**src/rtl/sched_pkg.sv**
```systemverilog
package sched_pkg;
  typedef enum logic {ST_IDLE, ST_FIX} sched_st_e;
  localparam int QLO = 0;
  localparam int QHI = 1;
endpackage

```
**src/rtl/sched_link_ram.sv**
```systemverilog
module sched_link_ram #(
  parameter int AW = 6,
  parameter int DW = 6
) (
  input  logic          clk,
  input  logic          we,
  input  logic [AW-1:0] waddr,
  input  logic [DW-1:0] wdata,
  input  logic [AW-1:0] raddr,
  output logic [DW-1:0] rdata
);
  localparam int DEPTH = 1 << AW;

  logic [DW-1:0] mem [DEPTH];

  always_ff @(posedge clk) begin
    if (we) mem[waddr] <= wdata;
    rdata <= mem[raddr];
  end
endmodule

```
**src/rtl/sched_queue.sv**
```systemverilog
module sched_queue #(
  parameter int W = 6
) (
  input  logic         clk,
  input  logic         rst,
  input  logic         ld,
  input  logic         sb,
  input  logic         sf,
  input  logic [W-1:0] val,
  output logic [W-1:0] front,
  output logic [W-1:0] back,
  output logic         empty
);
  localparam logic [W-1:0] NULL_WS = '0;

  always_ff @(posedge clk) begin
    if (rst) begin
      front <= NULL_WS;
      back  <= NULL_WS;
    end else if (ld) begin
      front <= val;
      back  <= val;
    end else if (sb) begin
      back  <= val;
    end else if (sf) begin
      front <= val;
    end
  end

  assign empty = (front == NULL_WS);

  AST_ONE_CMD: assert property (@(posedge clk) disable iff (rst)
    $onehot0({ld, sb, sf}));
  AST_APPEND_NONEMPTY: assert property (@(posedge clk) disable iff (rst)
    sb |-> !empty);
endmodule

```
**src/rtl/proc_sched.sv**
```systemverilog
module proc_sched #(
  parameter int WS_W = 6
) (
  input  logic            clk,
  input  logic            rst,
  input  logic            enq_valid,
  input  logic [WS_W-1:0] enq_ws,
  input  logic            enq_hi,
  input  logic            stop,
  input  logic            tick,
  output logic            busy,
  output logic            run_valid,
  output logic [WS_W-1:0] run_ws,
  output logic            run_hi
);
  import sched_pkg::*;

  localparam logic [WS_W-1:0] NULL_WS = '0;
  localparam int NQ = 2;

  logic [WS_W-1:0] q_front [NQ];
  logic [WS_W-1:0] q_back  [NQ];
  logic [WS_W-1:0] q_val   [NQ];
  logic [NQ-1:0]   q_empty, q_ld, q_sb, q_sf;

  logic            mem_we;
  logic [WS_W-1:0] mem_wa, mem_wd, rd_addr, rd_data;

  sched_st_e       st_q, st_d;
  logic            fix_q, fix_d;
  logic            run_v_q, run_v_d, run_hi_q, run_hi_d, sh_v_q, sh_v_d;
  logic [WS_W-1:0] run_ws_q, run_ws_d, sh_ws_q, sh_ws_d;
  logic            take, tp, ep, accept, do_stop, do_enq, do_tick;

  for (genvar p = 0; p < NQ; p++) begin : g_q
    sched_queue #(.W(WS_W)) u_q (
      .clk   (clk),
      .rst   (rst),
      .ld    (q_ld[p]),
      .sb    (q_sb[p]),
      .sf    (q_sf[p]),
      .val   (q_val[p]),
      .front (q_front[p]),
      .back  (q_back[p]),
      .empty (q_empty[p])
    );
  end

  sched_link_ram #(.AW(WS_W), .DW(WS_W)) u_links (
    .clk   (clk),
    .we    (mem_we),
    .waddr (mem_wa),
    .wdata (mem_wd),
    .raddr (rd_addr),
    .rdata (rd_data)
  );

  assign accept  = (st_q == ST_IDLE);
  assign do_stop = accept && stop;
  assign do_enq  = accept && enq_valid && !stop;
  assign do_tick = accept && tick && !stop && !enq_valid;

  always_comb begin
    st_d     = st_q;
    fix_d    = fix_q;
    run_v_d  = run_v_q;
    run_ws_d = run_ws_q;
    run_hi_d = run_hi_q;
    sh_v_d   = sh_v_q;
    sh_ws_d  = sh_ws_q;
    q_ld     = '0;
    q_sb     = '0;
    q_sf     = '0;
    q_val[0] = NULL_WS;
    q_val[1] = NULL_WS;
    mem_we   = 1'b0;
    mem_wa   = NULL_WS;
    mem_wd   = NULL_WS;
    rd_addr  = NULL_WS;
    take     = 1'b0;
    tp       = 1'b0;
    ep       = enq_hi;

    if (st_q == ST_FIX) begin
      // second half of a dequeue: the fetched link becomes the new front
      q_sf[fix_q]  = 1'b1;
      q_val[fix_q] = rd_data;
      st_d         = ST_IDLE;
    end else if (do_stop) begin
      if (!q_empty[QHI]) begin
        take = 1'b1;
        tp   = 1'b1;
      end else if (sh_v_q) begin
        run_ws_d = sh_ws_q;
        run_hi_d = 1'b0;
        sh_v_d   = 1'b0;
      end else if (!q_empty[QLO]) begin
        take = 1'b1;
        tp   = 1'b0;
      end else begin
        run_v_d = 1'b0;
      end
    end else if (do_enq) begin
      if (!run_v_q) begin
        run_v_d  = 1'b1;
        run_ws_d = enq_ws;
        run_hi_d = enq_hi;
      end else if (enq_hi && !run_hi_q) begin
        sh_v_d   = 1'b1;
        sh_ws_d  = run_ws_q;
        run_ws_d = enq_ws;
        run_hi_d = 1'b1;
      end else begin
        q_val[ep] = enq_ws;
        if (q_empty[ep]) begin
          q_ld[ep] = 1'b1;
        end else begin
          q_sb[ep] = 1'b1;
          mem_we   = 1'b1;
          mem_wa   = q_back[ep];
          mem_wd   = enq_ws;
        end
      end
    end else if (do_tick && run_v_q && !run_hi_q && !q_empty[QLO]) begin
      run_ws_d   = q_front[QLO];
      q_val[QLO] = run_ws_q;
      if (q_front[QLO] == q_back[QLO]) begin
        q_ld[QLO] = 1'b1;
      end else begin
        q_sb[QLO] = 1'b1;
        mem_we    = 1'b1;
        mem_wa    = q_back[QLO];
        mem_wd    = run_ws_q;
        rd_addr   = q_front[QLO];
        st_d      = ST_FIX;
        fix_d     = 1'b0;
      end
    end

    if (take) begin
      run_v_d  = 1'b1;
      run_ws_d = q_front[tp];
      run_hi_d = tp;
      if (q_front[tp] == q_back[tp]) begin
        q_sf[tp]  = 1'b1;
        q_val[tp] = NULL_WS;
      end else begin
        rd_addr = q_front[tp];
        st_d    = ST_FIX;
        fix_d   = tp;
      end
    end
  end

  always_ff @(posedge clk) begin
    if (rst) begin
      st_q     <= ST_IDLE;
      fix_q    <= 1'b0;
      run_v_q  <= 1'b0;
      run_ws_q <= NULL_WS;
      run_hi_q <= 1'b0;
      sh_v_q   <= 1'b0;
      sh_ws_q  <= NULL_WS;
    end else begin
      st_q     <= st_d;
      fix_q    <= fix_d;
      run_v_q  <= run_v_d;
      run_ws_q <= run_ws_d;
      run_hi_q <= run_hi_d;
      sh_v_q   <= sh_v_d;
      sh_ws_q  <= sh_ws_d;
    end
  end

  assign busy      = (st_q == ST_FIX);
  assign run_valid = run_v_q;
  assign run_ws    = run_ws_q;
  assign run_hi    = run_hi_q;

  AST_IDLE_CLEAN: assert property (@(posedge clk) disable iff (rst)
    !run_v_q |-> (q_empty == 2'b11) && !sh_v_q);
  AST_SHADOW_UNDER_HI: assert property (@(posedge clk) disable iff (rst)
    sh_v_q |-> run_v_q && run_hi_q);
  AST_HIQ_UNDER_HI: assert property (@(posedge clk) disable iff (rst)
    !q_empty[QHI] |-> run_v_q && run_hi_q);
  AST_BUSY_SINGLE: assert property (@(posedge clk) disable iff (rst)
    busy |=> !busy);
  AST_HI_NO_SLICE: assert property (@(posedge clk) disable iff (rst)
    (tick && !stop && !enq_valid && !busy && run_v_q && run_hi_q)
      |=> $stable(run_ws_q) && run_hi_q);
endmodule

```
**config.mk**
```make
export PLATFORM = sky130hd
export DESIGN_NAME = proc_sched
export DESIGN_NICKNAME = d
export VERILOG_FILES = /design/src/rtl/sched_pkg.sv /design/src/rtl/sched_link_ram.sv /design/src/rtl/sched_queue.sv /design/src/rtl/proc_sched.sv
export SDC_FILE = /design/constraint.sdc
export NUM_CORES = 1
export LEC_CHECK = 0
export ABC_AREA = 1
export CELL_PAD_IN_SITES_DETAIL_PLACEMENT = 1
export CELL_PAD_IN_SITES_GLOBAL_PLACEMENT = 1
export CORE_MARGIN = 2
export CORE_UTILIZATION = 50
export CTS_CLUSTER_SIZE = 14
export DETAILED_ROUTE_END_ITERATION = 8
export GPL_TIMING_DRIVEN = 0
export PLACE_DENSITY = 0.79
export SLEW_MARGIN = 30
export SYNTH_ARGS = -nofsm -noshare
export SYNTH_HDL_FRONTEND = slang
export SYNTH_HIERARCHICAL = 1
export SYNTH_SLANG_ARGS = --single-unit
```
**constraint.sdc**
```tcl
create_clock -name clk -period 4.07 [get_ports clk]
set_input_delay 0.6105 -clock clk [delete_from_list [all_inputs] [get_ports clk]]
set_output_delay 0.6105 -clock clk [all_outputs]
set_load 0.01 [all_outputs]
```
==> metrics.csv <==
metric;value;unit
IO Pins;21;
vias per cell;6.10;
critical path class;in -> reg;
drt pass-1 iters;6;
number of max-cap violations;0;
Tightest Hold Check Type;reg -> reg;
final global-route overflow total;0;
die area;39400;um^2
CTS sink cnt;431;
CTS tree;done;
DP HPWL;47400;um
core area;37500;um^2
PortBufs;20;
area grow syn2layout;16.7;%
TritonCTS Buffers;46;
Antenna diodes;0;
Worst EP required;4.30;ns
number of synthesized flops with an enable pin;384;
WL final;67300;um
number of library cell types mapped by synthesis;34;
vias in the first global route;15966;
top cell type by total area after synthesis;edfxtp_1;
RSZ-0062 raised after global routing;yes;
crit-path max FO;10;
delay-heaviest family, CP;simple AND/OR/NAND/NOR gates;
post-cts hold buffer count;0;
max_slew headroom;43.4;%
area share of the largest cell type after synthesis;60.9;%
Worst-path clk slew;0.06;ns
Mapped Cells;1900;
Max Clock Freq;239;MHz
nets;2000;
Cell Chain, Critical Path;clkdlybuf4s50_1 -> inv_2 -> nand2_1 -> nor2_2 -> buf_2 -> nand2_1 -> nor2_2 -> inv_1 -> o21ai_1 -> inv_1 -> nor3_1 -> nand2_1 -> nor2_2;
DRC;0;
clk buf depth;3;
Final Hold Fails;0;
Pleak;8.30;nW
Starting DRT DRC Count;1702;
status;complete, but fails checks;
highest-count cells in the layout ignoring fill and taps;nand2_1, edfxtp_1, nand3_1, inv_1, nor2_1;
final antenna-violating net count;0;
FFs w/ async S/R, synth;0;%
max-slew violations;0;
CP Capture Type;register;
Final period util;103;%
sequential area share after synthesis;65.9;%
Setup Skew;0.0153;ns
Post-Syn Nets;1912;
largest cells by area after synthesis;edfxtp_1, nand2_1, nand3_1, dfxtp_1, nor2_1;
failing checks;setup timing;
worst-skew pair later-pin latency;0.59;ns
initial antenna violation count;0;
Initial Util;50.5;%
pwr dens;727;nW/um^2
final core occ;59.0;%
Final WS setup;-0.120;ns
Total GRT Usage;34.8;%
VDD IR max;0.591;mV
share of cells above drive strength 1;14.0;%
Die H;199;um
via count;15459;
clock root buffer;clkbuf_16;
Critical Path Source Type;input pin;
area of the mapped netlist;18900;um^2
CP bufs+invs;5;
slowest stage delay, CP;0.59;ns
Final min period;4.19;ns
pre-CTS setup slack;-1.13;ns
Clock H-tree levels;2;
final setup fails;42;
Yosys reg bits;431;
Synth Area per Inst;9.97;um^2
ys flop type;edfxtp_1;
r2r setup slk;-0.09;ns
Placer Congestion;0.958;
Die Wd;199;um
largest net degree at the start of global routing;25;
first-pass GRT wire length;99800;um
arrival time at the worst endpoint;4.42;ns
site row count;71;
Tightest Pin Transition;0.849;ns
commonest non-fill, non-tap cell in the layout;nand2_1;
filler instances;4114;
Avg WL per Cell;26.6;um
Yosys warnings;6;
slowest stage cell, crit path;clkdlybuf4s50_1;
synth_stat cells (5+ instances only):
cell / n
nand2_1: 645
edfxtp_1: 384
nand3_1: 350
nor2_1: 136
inv_1: 86
buf_2: 50
dfxtp_1: 47
o21ai_0: 43
clkbuf_1: 20
nor3_1: 18
o22ai_1: 18
buf_4: 13
a21oi_1: 12
inv_2: 12
nand2_2: 7
buf_1: 6
nand4_1: 6
nor2_2: 6
o221ai_1: 6
a211oi_1: 5
o21ai_1: 5
layer usage:
layer / global-route usage, % / routed length [um] / part of all wire, %
met1: 46.2 / 26200 / 39
met2: 56.3 / 32100 / 48
met3: 6.05 / 5750 / 8.5
met4: 15.8 / 3280 / 4.9
met5: 0 / 0 / 0
logic make-up after synthesis:
logic type	share of synthesized area (%)
simple gates	26.5
buf+inv	4.55
compound gates	3.05
flops	65.9
state kept, by name (all words and copies together) (netlist names):
| signal | cells |
|---|---|
| g_q.u_q/back | 12 |
| u_links/rdata | 6 |
| run_ws | 6 |
| busy | 1 |
| run_valid | 1 |
| u_links/mem | 384 |
| g_q.u_q/front | 12 |
| run_hi | 1 |
| sh_ws_q | 6 |
| fix_q | 1 |
| sh_v_q | 1 |
worst paths after layout:
path | cells past startpoint | endpoint | startpoint
hold reg to reg | 2 | sh_ws_q[5]$_SDFFE_PP0P_ | sh_ws_q[5]$_SDFFE_PP0P_
hold / removal | 2 | sh_ws_q[5]$_SDFFE_PP0P_ | sh_ws_q[5]$_SDFFE_PP0P_
setup / recovery | 13 | u_links/mem[63][3]$_DFFE_PP_ | stop
setup reg to reg | 14 | u_links/mem[63][3]$_DFFE_PP_ | g_q[0].u_q/front[2]$_SDFFE_PP0P_
tightest hold or removal path, cell delays in order, from the launching register on:
cell and delay [ns]:
dfxtp_1 0.31, nor2_1 0.10, nor2_1 0.05
power breakdown:
part	internal, mW	switching [mW]
Sequential	5.01	0.153
Clock	2.30	1.74
Combinational	1.92	4.94
Total	9.22	6.84
timing repair:
action / CTS / global route
endpoints found under the setup margin: 378 / 390
hold endpoints to repair: 0 / 0
setup buffers: 0 / 2
resized for setup: 69 / 81
gates cloned: 0 / 0
pin swaps: 0 / 1
metrics by stage:
step / instance area, um^2 / TNS, ns / hold slack (ns) / power, mW / instances
global placement: 19800 / -1496.86 / 0.469 / 11.3 / 2431
detailed placement: 20200 / -297.60 / 0.489 / 11.7 / 2449
finish: 22100 / -3.14 / 0.498 / 16.1 / 2533
global route: 22100 / -49.36 / 0.522 / 16.7 / 2533
CTS: 21800 / -0.528 / 0.498 / 15.8 / 2531
floorplan: 18900 / 0 / 0.429 / 9.23 / 1900
area by class of cell:
type                    instances  area, um^2  share of cell area (%)
flip-flops and latches        431       12500                    56.4
multi-input cells            1277        6130                    27.7
clock buffers                  58        1220                    5.51
well taps                     511         639                    2.89
repair buffers                 40         548                    2.48
plain buffers                  93         538                    2.43
inverters                      99         374                    1.69
clock inverters                24         185                   0.838
No activity file was read; power rests on OpenSTA's default activity.
